--- src/rtl/aclk_pkg.sv ---
package aclk_pkg;

    typedef enum logic [1:0] {
        WID_16 = 2'd0,
        WID_20 = 2'd1,
        WID_24 = 2'd2,
        WID_32 = 2'd3
    } wid_e;

    typedef struct packed {
        logic full;
        logic pulse;
        wid_e wid;
    } fmt_t;

    localparam fmt_t FMT_RESET = '{full: 1'b0, pulse: 1'b0, wid: WID_16};

    function automatic int unsigned slot_bits(wid_e w);
        case (w)
            WID_16:  return 16;
            WID_20:  return 20;
            WID_24:  return 24;
            default: return 32;
        endcase
    endfunction

endpackage

--- src/rtl/aclk_fmt_latch.sv ---
// Holds the frame format; a new format is accepted only on the first tick of a frame.
module aclk_fmt_latch
    import aclk_pkg::*;
#(
    parameter int FT = 256,
    localparam int NW = $clog2(FT) + 1
) (
    input  logic          clk,
    input  logic          rst_n,
    input  logic          load,
    input  fmt_t          fmt_in,
    output fmt_t          fmt_eff,
    output logic [NW-1:0] bits_per_frame
);

    typedef struct packed {
        fmt_t fmt;
    } st_t;

    st_t st_d, st_q;

    always_comb begin
        st_d    = st_q;
        fmt_eff = st_q.fmt;
        if (load) begin
            st_d.fmt = fmt_in;
            fmt_eff  = fmt_in;
        end
        if (fmt_eff.full)
            bits_per_frame = NW'(FT);
        else
            bits_per_frame = NW'(2 * slot_bits(fmt_eff.wid));
    end

    always_ff @(posedge clk) begin
        if (!rst_n) st_q <= '{fmt: FMT_RESET};
        else        st_q <= st_d;
    end

endmodule

--- src/rtl/aclk_phase.sv ---
// Tick counter and edge accumulator. Each tick adds the half-period count of the
// frame; every carry out of the low bits is one bit-clock edge. A carry of two
// (full mode) gives one edge now and one on the next system clock.
module aclk_phase #(
    parameter int FT = 256,
    localparam int AW = $clog2(FT),
    localparam int SW = AW + 2
) (
    input  logic          clk,
    input  logic          rst_n,
    input  logic          tick,
    input  logic          pd,
    input  logic [SW-1:0] step,
    output logic          at_start,
    output logic          toggle
);

    typedef struct packed {
        logic [AW-1:0] cnt;
        logic [AW-1:0] acc;
        logic          pend;
    } st_t;

    localparam st_t ST_RESET = '{cnt: '0, acc: '1, pend: 1'b0};

    st_t           st_d, st_q;
    logic [SW-1:0] sum;
    logic [1:0]    carry;

    always_comb begin
        st_d      = st_q;
        st_d.pend = 1'b0;
        toggle    = st_q.pend;
        sum       = {2'b00, st_q.acc} + step;
        carry     = sum[SW-1:AW];
        if (pd) begin
            st_d   = ST_RESET;
            toggle = 1'b0;
        end else if (tick) begin
            st_d.cnt = st_q.cnt + AW'(1);
            st_d.acc = sum[AW-1:0];
            if (carry != 2'd0) toggle = 1'b1;
            if (carry == 2'd2) st_d.pend = 1'b1;
        end
    end

    assign at_start = (st_q.cnt == '0);

    always_ff @(posedge clk) begin
        if (!rst_n) st_q <= ST_RESET;
        else        st_q <= st_d;
    end

endmodule

--- src/rtl/aclk_slot.sv ---
// Turns edge pulses into clock levels, word-clock shape and slot position.
module aclk_slot #(
    parameter int FT = 256,
    localparam int NW = $clog2(FT) + 1,
    localparam int IW = $clog2(FT / 2)
) (
    input  logic          clk,
    input  logic          rst_n,
    input  logic          pd,
    input  logic          toggle,
    input  logic          pulse_mode,
    input  logic [NW-1:0] bits,
    output logic          bclk,
    output logic          wclk,
    output logic          stb,
    output logic          chan,
    output logic [IW-1:0] idx,
    output logic          oe
);

    typedef struct packed {
        logic          bclk;
        logic          wclk;
        logic          stb;
        logic          chan;
        logic [IW-1:0] idx;
        logic [NW-1:0] nfall;
        logic          oe;
    } st_t;

    localparam st_t ST_RESET = '{bclk: 1'b1, wclk: 1'b0, stb: 1'b0, chan: 1'b0,
                                 idx: '0, nfall: '0, oe: 1'b0};

    st_t           st_d, st_q;
    logic [NW-1:0] half;
    logic [NW-1:0] b;
    logic          upper;

    always_comb begin
        st_d     = st_q;
        st_d.stb = 1'b0;
        st_d.oe  = !pd;
        half     = bits >> 1;
        b        = st_q.nfall;
        upper    = (b >= half);
        if (pd) begin
            st_d    = ST_RESET;
            st_d.oe = 1'b0;
        end else if (toggle) begin
            st_d.bclk = !st_q.bclk;
            if (st_q.bclk) begin
                st_d.stb   = 1'b1;
                st_d.nfall = (b == bits - NW'(1)) ? '0 : b + NW'(1);
                st_d.chan  = upper;
                st_d.idx   = upper ? IW'(b - half) : IW'(b);
                st_d.wclk  = pulse_mode ? (b == '0) : !upper;
            end
        end
    end

    assign bclk = st_q.bclk;
    assign wclk = st_q.wclk;
    assign stb  = st_q.stb;
    assign chan = st_q.chan;
    assign idx  = st_q.idx;
    assign oe   = st_q.oe;

    always_ff @(posedge clk) begin
        if (!rst_n) st_q <= ST_RESET;
        else        st_q <= st_d;
    end

endmodule

--- src/rtl/aud_sclk_master.sv ---
module aud_sclk_master
    import aclk_pkg::*;
#(
    parameter int FRAME_TICKS = 256,
    localparam int NW = $clog2(FRAME_TICKS) + 1,
    localparam int IW = $clog2(FRAME_TICKS / 2)
) (
    input  logic          clk,
    input  logic          rst_n,
    input  logic          base_tick,
    input  logic          pwr_dn,
    input  logic          fmt_full,
    input  logic          fmt_pulse,
    input  logic [1:0]    fmt_wid,
    output logic          bclk_o,
    output logic          wclk_o,
    output logic          clk_oe,
    output logic          bit_stb,
    output logic          slot_chan,
    output logic [IW-1:0] slot_idx
);

    fmt_t          fmt_in, fmt_eff;
    logic [NW-1:0] bits_per_frame;
    logic          at_start;
    logic          load;
    logic          toggle;

    assign fmt_in = '{full: fmt_full, pulse: fmt_pulse, wid: wid_e'(fmt_wid)};
    assign load   = base_tick && at_start && !pwr_dn;

    aclk_fmt_latch #(.FT(FRAME_TICKS)) fmt_i (
        .clk            (clk),
        .rst_n          (rst_n),
        .load           (load),
        .fmt_in         (fmt_in),
        .fmt_eff        (fmt_eff),
        .bits_per_frame (bits_per_frame)
    );

    aclk_phase #(.FT(FRAME_TICKS)) phase_i (
        .clk      (clk),
        .rst_n    (rst_n),
        .tick     (base_tick),
        .pd       (pwr_dn),
        .step     ({bits_per_frame, 1'b0}),
        .at_start (at_start),
        .toggle   (toggle)
    );

    aclk_slot #(.FT(FRAME_TICKS)) slot_i (
        .clk        (clk),
        .rst_n      (rst_n),
        .pd         (pwr_dn),
        .toggle     (toggle),
        .pulse_mode (fmt_eff.pulse),
        .bits       (bits_per_frame),
        .bclk       (bclk_o),
        .wclk       (wclk_o),
        .stb        (bit_stb),
        .chan       (slot_chan),
        .idx        (slot_idx),
        .oe         (clk_oe)
    );

endmodule

--- config.mk ---
export PLATFORM = sky130hd
export DESIGN_NAME = aud_sclk_master
export DESIGN_NICKNAME = d
export VERILOG_FILES = /design/src/rtl/aclk_pkg.sv /design/src/rtl/aclk_fmt_latch.sv /design/src/rtl/aclk_phase.sv /design/src/rtl/aclk_slot.sv /design/src/rtl/aud_sclk_master.sv
export SDC_FILE = /design/constraint.sdc
export NUM_CORES = 1
export LEC_CHECK = 0
export BUFFER_PORTS_ARGS = -buffer_cell sky130_fd_sc_hd__buf_2
export CAP_MARGIN = 30
export CORE_ASPECT_RATIO = 1.75
export CORE_UTILIZATION = 30
export DETAILED_ROUTE_END_ITERATION = 10
export PLACE_DENSITY_LB_ADDON = 0.15
export SLEW_MARGIN = 20
export SYNTH_ARGS = -nofsm -noshare
export SYNTH_HDL_FRONTEND = slang
export SYNTH_SLANG_ARGS = --single-unit
--- constraint.sdc ---
create_clock -name clk -period 3.6 [get_ports clk]
set_input_delay 0.18 -clock clk [delete_from_list [all_inputs] [get_ports clk]]
set_output_delay 0.18 -clock clk [all_outputs]
set_load 0.02 [all_outputs]
* Word level (Yosys, flattened, before mapping)
Index checks and enable logic that the tools add are counted.
Storage, ports and cells: output and inout port bits 12, word-level logic and storage cells 50, register bits after elaboration 42, input bits 8
Cells by class: add/subtract/negate cells 5, mux-type cells 11, $lt $le $gt $ge 1, reduce and logical (&&, ||, !) cells 13, eq/ne operators 4, bitwise gates (word level) 3
Operators with widths (number):
- two-way mux 18 bit | 1
- two-way mux 9 bit | 2
- case mux 6 bit (3 select lines) | 1
- adder 8 x 10 -> 10 bit | 1
- adder 9 x 1 -> 9 bit, second input constant | 1
- equality test 9 bit | 1
- >= comparator 9 x 8 -> 1 bit | 1
- zero test 9 bit | 1
- subtractor 9 x 1 -> 9 bit, second input constant | 1
- adder 8 x 1 -> 8 bit, second input constant | 1
- zero test 8 bit | 1
- two-way mux 7 bit | 1
- subtractor 7 bit | 1
- OR reduction 3 bit | 2
- two-way mux 1 bit | 5
- equality test 2 bit, second input constant | 2
- two-way mux 4 bit | 1
- zero test 1 bit | 3
- inverter 1 bit | 3
- equality test 2 x 1 -> 1 bit, second input constant | 1
- logical AND 1 bit | 2
- zero test 2 bit | 1
- AND reduction 2 bit | 1
- nonzero test 2 bit | 1
- OR reduction 2 bit | 1

* Logic depth before layout (Yosys ltp)
Gate-level depths: netlist of run 1.
word-level depth 14, mapped depth 16, gate-level depth less buffers 15

* Cells and area by module
From an unflattened synthesis of run 1, not the netlist that was laid out.
Unflattened totals: cells, all modules 337, area, all modules 2907.8 µm²
By module, submodules not included:
- aclk_slot | seq. area each 420.4 µm², area an instance 1602.8 µm², times used 1, cells each 192
- aclk_phase | seq. area each 340.3 µm², area an instance 1063.5 µm², times used 1, cells each 119
- aclk_fmt_latch | seq. area each 80.1 µm², area an instance 229.0 µm², times used 1, cells each 24
- aud_sclk_master | seq. area each 0.0 µm², area an instance 12.5 µm², times used 1, cells each 2

* Least setup slack after synthesis of run 1
OpenSTA, ideal clock, no wires.
path kind register to register, start point reg phase_i.st_q[9] in the netlist's numbering, end point reg slot_i.st_q (netlist bit slot_i.wclk), required time 3.514 ns, stages on the path, launching flop included 16, arrival time 3.593 ns, path buffers 2, library setup time 0.086 ns, setup slack -0.078 ns, clock period less this slack 3.678 ns, path through dfxtp_1 > inv_1 > ha_1 > nor4b_4 > and3_1 > buf_4 > nor3b_1 > o21ai_0 > ha_1 > nor2b_1 > o31a_1 > or4_1 > a211o_1 > clkbuf_1 > mux2_2 > a211oi_1
Between the ends: cells in the longest elaborated chain, start to end 13, elaborated cells between the ends (all ways) 18, those cells by class add/sub (1); order compare (1); eq/ne (2); mux (7); reduce/logical (7)
Ends and longest elaborated chain:
- start: declaration | line aclk_phase.sv:26 | st_t st_d, st_q;
- start signal: assignment | line aclk_phase.sv:51 | else st_q <= st_d;
- zero test 8 bit * | line aclk_phase.sv:47 | assign at_start = (st_q.cnt == '0);
- logical AND 1 bit * (2 in series) | line aud_sclk_master.sv:30 | assign load = base_tick && at_start && !pwr_dn;
- two-way mux 4 bit *
- equality test 2 bit (tied with other cells) | line aclk_pkg.sv:19 | case (w)
- case mux 6 bit (3 select lines) | line aclk_pkg.sv:19
- two-way mux 9 bit | line aclk_fmt_latch.sv:29 | if (fmt_eff.full)
- adder 8 x 10 -> 10 bit | line aclk_phase.sv:34 | sum = {2'b00, st_q.acc} + step;
- nonzero test 2 bit | line aclk_phase.sv:42 | if (carry != 2'd0) toggle = 1'b1;
- two-way mux 1 bit | line aclk_phase.sv:42
- two-way mux 1 bit | line aclk_phase.sv:39 | end else if (tick) begin
- two-way mux 1 bit | line aclk_phase.sv:36 | if (pd) begin
- AND reduction 2 bit (no source line)
- end signal: assignment | line aclk_slot.sv:70 | else st_q <= st_d;
- end: declaration | line aclk_slot.sv:34 | st_t st_d, st_q;
Every way passes the cells marked *; elsewhere a longest branch is shown, timed or not. A chain may end at the register's enable or synchronous reset.

* Final worst setup path of run 1
start point reg phase_i.st_q[10] in the netlist's numbering, end point reg slot_i.st_q (netlist bit slot_i.idx[2])
Between the ends: cells in the longest elaborated chain, start to end 13, elaborated cells between the ends (all ways) 18, those cells by class add/sub (2); order compare (1); eq/ne (2); mux (7); reduce/logical (6)
Ends and longest elaborated chain (line):
- zero test 8 bit * | aclk_phase.sv:47
- logical AND 1 bit * (2 in series) | aud_sclk_master.sv:30
- two-way mux 4 bit *
- equality test 2 bit (tied with other cells) | aclk_pkg.sv:19
- case mux 6 bit (3 select lines) | aclk_pkg.sv:19
- two-way mux 9 bit * | aclk_fmt_latch.sv:29
- adder 8 x 10 -> 10 bit | aclk_phase.sv:34
- nonzero test 2 bit | aclk_phase.sv:42
- two-way mux 1 bit | aclk_phase.sv:42
- two-way mux 1 bit | aclk_phase.sv:39
- two-way mux 1 bit | aclk_phase.sv:36
- AND reduction 2 bit (no source line)
Marks and branches as above.

==> key figures, run 1 <==
Layout
  • Most common cell after layout, fill and taps aside: dfxtp_1
  • Fin nets: 313
  • Multi-input logic area: 1488 um2
  • Area growth syn-to-layout: 22.81%
  • ANT cells: 0
  • Register area: 762.0 um2
  • Commonest non-fill, non-tap cells in the layout: dfxtp_1, nor2_1, nand2_1
  • Share of layout cells above drive strength 1: 23.02%
  • Filler instances: 783

Synthesis
  • Mapped Nets: 284
  • Mean Syn Cell Area: 8.869 um2
  • Asr flop ratio synth: 0%
  • Ranking of synthesized cells by area: dfxtp_1, ha_1, mux2i_1
  • Syn Std Cell Area: 2315 um2
  • Top FF cell, synth: dfxtp_1
  • Synth cell types: 53
  • Yosys reg bits: 38
  • Seq/Total Area, Yosys: 32.86%
  • Area leader, netlist: dfxtp_1
  • Number of synthesized flops with an enable pin: 0
  • Post-Synthesis Cells: 261
  • Synth top area share: 32.86%
  • Yosys Warn Count: 0

Route
  • Detailed Route Iter0 Violations: 68
  • DRC: 0
  • Wire length per cell: 15.35 um
  • Antenna Nets Post-Route: 0
  • Via density: 5.106
  • Drt pass-1 iters: 4
  • Vias: 1,935
  • Final WL: 5819 um

Global route
  • Total grt overflow: 0
  • Largest net degree at the start of global routing: 28
  • Vias in the first global route: 1,918
  • Initial antenna violation count: 0
  • First-pass GRT wire length: 9494 um
  • GRT Overall Usage: 16.07%

Worst setup path
  • R2R Setup Slk: 0.16 ns
  • Startpoint Class: flip-flop
  • Crit Reg-Reg Endpoint: slot_i.idx[2]
  • Critical Path Source: phase_i.st_q[10]
  • CP Max Fanout: 8
  • Worst EP required: 3.77 ns
  • Critical R2R Launch: phase_i.st_q[10]
  • Buffers & Inverters on Critical Path: 3
  • Crit path kind: flip-flop to flip-flop
  • Critical path capture point type: flip-flop
  • Largest stage delay on the critical path: 0.50 ns
  • Slowest CP cell: or4_1
  • Worst reg2reg path depth: 15
  • Worst EP arrival: 3.62 ns
  • Crit path cell chain: inv_1 > ha_1 > nor4b_4 > and3_4 > mux2_4 > inv_1 > ha_1 > o21a_1 > o31a_1 > or4_1 > a211o_4 > buf_4 > mux2i_1 > mux2i_1 > nor2_1
  • CP delay by family, top: simple AND/OR/NAND/NOR gates

Clock network
  • Clk root buf: clkbuf_16
  • TritonCTS clock tree: yes
  • Clock buffer depth: 2
  • Num CTS Buffers: 5
  • H-tree lvl count: 2
  • CTS Hold Bufs: 0
  • Clk sinks: 38
  • Clk slew on worst S/H paths: 0.06 ns
  • Clk_lat worst skew: 0.29 ns

Outcome
  • Status: finished, final reports clean

Placed design
  • Placer Congestion: 0.8116
  • I/O Buffers: 19
  • Dpl ws: 0.07471 ns
  • HPWL after DPL: 4099 um

Floorplan
  • Core footprint: 7515 um2
  • Die Span X: 68.40 um
  • Initial Util: 30.80%
  • Die H: 118.2 um
  • Rows: 42
  • DIE AREA: 8085 um2
  • Num ports: 20

Timing
  • Fmax: 0.2904 GHz
  • Finish-stage setup viols: 0
  • Worst-Margin Slew: 0.5738 ns
  • Hold Worst Slack: 0.1661 ns
  • Tmin final: 3.444 ns
  • Slew headroom: 61.71%
  • Final period utilization: 95.67%
  • Slew Viols, Final: 0
  • Final clock skew: 0.003111 ns
  • Final Hold Fails: 0
  • Final setup margin: 0.1559 ns

Job
  • Max-cap viol count: 0

Pwr
  • Pwr Total: 1.169 mW
  • P_leak: 1.207 nW
  • Max rail drop VDD: 0.0003009 V
  • Pwr Density: 411.1 nW/um2

Hold path
  • Hold_sp: rst_n
  • Hold path endpoint: slot_i.stb
  • WHS Path Cells: 2
  • Worst Hold Class: primary input to flip-flop
-- cell type report --
class	instances	area share, %
inverter	18	2.377
multi-input combinational	192	52.33
clock inverter	3	1.585
tap	88	3.873
timing repair buffer	35	8.627
clock buffer	5	4.401
sequential	38	26.80
-- sequential cells by signal, indices dropped and copies added, names as in the netlist --
name,count
slot_i.oe,1
slot_i.stb,1
slot_i.bclk,1
phase_i.st_q,13
fmt_i.st_q,4
slot_i.b,9
slot_i.wclk,1
slot_i.chan,1
slot_i.idx,7
-- per-stage QoR --
step                      area (um2)  cells   TNS, ns  util, %
after detailed placement        2546    365         0    33.88
after floorplan                 2315    261         0        -
final                           2843    379         0    37.83
after CTS                       2716    373         0    36.15
after global routing            2843    379  -0.09775    37.83
after global placement          2546    365         0    33.88
-- cells in the mapped netlist, drive strengths merged (3+ instances only) --
cell type,instances
dfxtp,38
nor2,26
nand2,25
inv,18
mux2i,17
ha,13
o21ai,11
nand3,8
clkbuf,7
xnor2,7
a21oi,6
buf,6
nor2b,6
o41ai,6
xor2,6
a211oi,5
a2bb2oi,5
nand4,5
and3,4
nor3b,4
and2,3
nor3,3
or3,3
-- power breakdown --
group	switching, mW	internal, mW	total, mW
combinational	0.111	0.0983	0.209
clock	0.193	0.327	0.520
sequential	0.00773	0.431	0.439
-- cells by family (layout without fill, tap and decap cells) --
family	Yosys count	in the layout	synth area share (%)
AOI/OAI and AO/OA	47	47	15.68
buffers and inverters	31	61	5.567
xor gates and xnor gates	13	13	4.919
adders and majority gates	17	17	9.622
DFF	38	38	32.86
and+or+nand+nor	96	96	22.16
muxes	19	19	9.189
-- routing by layer --
metal  share of wire [%]  vias up  track usage (%)
met3                 2.6       11            3.185
met2                  53       25            26.65
met5                   0        -                0
li1                    -      981                -
met1                  42      918            18.85
met4                 2.5        0            7.813
-- worst max-delay path by stage --
stage | endpoint | slack (ns) | cells after the start
after floorplan | slot_i.wclk | 0.06 | 15
final | slot_i.idx[2] | 0.16 | 15
after detailed placement | slot_i.wclk | 0.07 | 13
after global placement | slot_i.wclk | 0.13 | 13
after CTS | slot_i.wclk | 0.04 | 13
after global routing | slot_i.idx[2] | -0.04 | 16
-- timing repair --
item,4_1_cts,5_1_grt
resized for setup,0,14
setup buffers,0,5
setup endpoints to repair,0,18
(Power assumes the default switching activity.)
==> run 2: changes to the inputs <==
--- a/config.mk
+++ b/config.mk
@@ -8,10 +8,9 @@
 export BUFFER_PORTS_ARGS = -buffer_cell sky130_fd_sc_hd__buf_2
 export CAP_MARGIN = 30
 export CORE_ASPECT_RATIO = 1.75
-export CORE_UTILIZATION = 30
+export CORE_UTILIZATION = 46
 export DETAILED_ROUTE_END_ITERATION = 10
 export PLACE_DENSITY_LB_ADDON = 0.15
-export SLEW_MARGIN = 20
 export SYNTH_ARGS = -nofsm -noshare
 export SYNTH_HDL_FRONTEND = slang
 export SYNTH_SLANG_ARGS = --single-unit
==> run 2 against run 1 <==
Clock skew increased by 0.0025 ns. Global-route usage increased by 4.9 points. Fmax increased by 1.2%. Critical path type unchanged.
==> key figures, run 2 (synthesis results as in run 1) <==
Layout
  • Filler instances: 460
  • Most flop-heavy register: phase_i.st_q
  • Final Util: 56.39%
  • Most common cell after layout, fill and taps aside: dfxtp_1
  • Cell area after layout: 2678 um2
  • Share of layout cells above drive strength 1: 20.49%
  • Fin nets: 310
  • Max FFs per register: 13
  • Commonest non-fill, non-tap cells in the layout: dfxtp_1, nor2_1, nand2_1
  • ANT cells: 0
  • Final Instance Count excl. Fillers: 340
  • Area growth syn-to-layout: 15.68%

Pwr
  • P_leak: 1.173 nW
  • Pwr Density: 400.9 nW/um2
  • Net load switching power: 276.8 uW
  • Pwr Total: 1.073 mW
  • Comb power frac: 17.5%
  • Max rail drop VDD: 0.0002494 V
  • Reg power frac: 40.9%
  • Switching share of power: 25.78%
  • Internal power: 796.6 uW
  • Clock share of power: 41.6%

Hold path
  • Worst Hold Class: primary input to flip-flop

Placed design
  • HPWL after DPL: 3770 um
  • I/O Buffers: 19
  • Placed cells: 330
  • Area after DPL: 2509 um2
  • Dpl ws: 0.07571 ns
  • Placer Congestion: 0.8613

Clock network
  • Clk root buf: clkbuf_8
  • Num CTS Buffers: 5
  • TritonCTS clock tree: yes
  • Clock buffer depth: 2
  • Clk sinks: 38
  • Clk slew on worst S/H paths: 0.08 ns
  • Clk_lat worst skew: 0.30 ns
  • H-tree lvl count: 2
  • CTS Hold Bufs: 0

Route
  • Final WL: 5116 um
  • Antenna Nets Post-Route: 0
  • Detailed Route Iter0 Violations: 52
  • Via density: 5.574
  • DRC: 0
  • Vias: 1,895
  • Wire length per cell: 15.05 um
  • Drt pass-1 iters: 4

Floorplan
  • Initial Util: 48.75%
  • Core footprint: 4748 um2
  • Num ports: 20
  • DIE AREA: 5331 um2
  • Die Span X: 55.63 um
  • Die H: 95.84 um
  • Rows: 33

Global route
  • Largest net degree at the start of global routing: 29
  • Initial antenna violation count: 0
  • GRT Overall Usage: 20.97%
  • Vias in the first global route: 1,972
  • First-pass GRT wire length: 8790 um
  • Total grt overflow: 0

Timing
  • Worst-Margin Slew: 0.4832 ns
  • Fmax: 0.2938 GHz
  • Final period utilization: 94.54%
  • Slew Viols, Final: 0
  • Final clock skew: 0.005659 ns
  • Tmin final: 3.403 ns
  • Hold Worst Slack: 0.1547 ns
  • Setup_tns: 0 ns
  • Slew headroom: 67.75%
  • Finish-stage setup viols: 0
  • Final Hold Fails: 0
  • Final setup margin: 0.1966 ns

Outcome
  • Status: finished, final reports clean

Worst setup path
  • Slowest CP cell: or4_1
  • Startpoint Class: flip-flop
  • Worst EP required: 3.78 ns
  • R2R Setup Slk: 0.20 ns
  • CP delay by family, top: simple AND/OR/NAND/NOR gates
  • Buffers & Inverters on Critical Path: 3
  • Crit path kind: flip-flop to flip-flop
  • CP Max Fanout: 5
  • Largest stage delay on the critical path: 0.46 ns
  • Crit path cell chain: inv_1 > ha_1 > nor4b_4 > and3_2 > mux2_4 > inv_1 > ha_1 > o21a_1 > o31a_1 > or4_1 > a211o_1 > buf_4 > mux2i_1 > mux2i_1 > nor2_1
  • Critical path capture point type: flip-flop
  • Worst EP arrival: 3.58 ns

Job
  • Max-cap viol count: 0
==> run 2: timing repair <==
item / CTS / global route
resized for setup: 0 / 5
endpoints found under the hold margin: 0 / 0
endpoints found under the setup margin: 0 / 6
setup buffers: 0 / 2
==> run 2: area by class of cell <==
type | instances | area, um2 | share of cell area (%)
Tap cell | 52 | 65.06 | 2.430
Multi-Input combinational cell | 192 | 1440 | 53.78
Clock buffer | 5 | 68.82 | 2.570
Timing Repair Buffer | 32 | 205.2 | 7.664
Sequential cell | 38 | 762.0 | 28.46
Clock inverter | 3 | 68.82 | 2.570
Inverter | 18 | 67.56 | 2.523
==> run 2: worst reg2reg max path, cell delays in order (launching register included) <==
cell and delay [ns]:
dfxtp_2 0.35, inv_1 0.06, ha_1 0.14, nor4b_4 0.26, and3_2 0.31, mux2_4 0.35, inv_1 0.06, ha_1 0.23
o21a_1 0.18, o31a_1 0.11, or4_1 0.46, a211o_1 0.33, buf_4 0.17, mux2i_1 0.11, mux2i_1 0.13, nor2_1 0.05
==> run 2: metal layers <==
layer  track usage, %  part of all wire, %  wire, um  vias to the layer above
met4            9.792                  2.4       125                        0
met2            42.27                   55      2813                       16
li1                 -                    -         -                      968
met1            20.48                   41      2096                      898
met3            3.226                  1.6        81                       13
met5                0                    0         0                        -
==> run 2: worst paths after layout <==
kind                                       to       startpoint  cells after the start
worst max register to register  slot_i.idx[3]  phase_i.st_q[9]                     15
worst min-delay path               slot_i.stb            rst_n                      2
worst max-delay path            slot_i.idx[3]  phase_i.st_q[9]                     15
worst min register to register  slot_i.idx[1]    slot_i.idx[1]                      2
==> run 2: power by group through the flow <==
| stage | Clock [mW] | Sequential, mW | Combinational (mW) |
|---|---|---|---|
| floorplan | 0 | 0.453 | 0.127 |
| global placement | 0 | 0.449 | 0.184 |
| detailed placement | 0 | 0.449 | 0.186 |
| CTS | 0.455 | 0.439 | 0.187 |
| global route | 0.471 | 0.441 | 0.208 |
| finish | 0.447 | 0.439 | 0.187 |
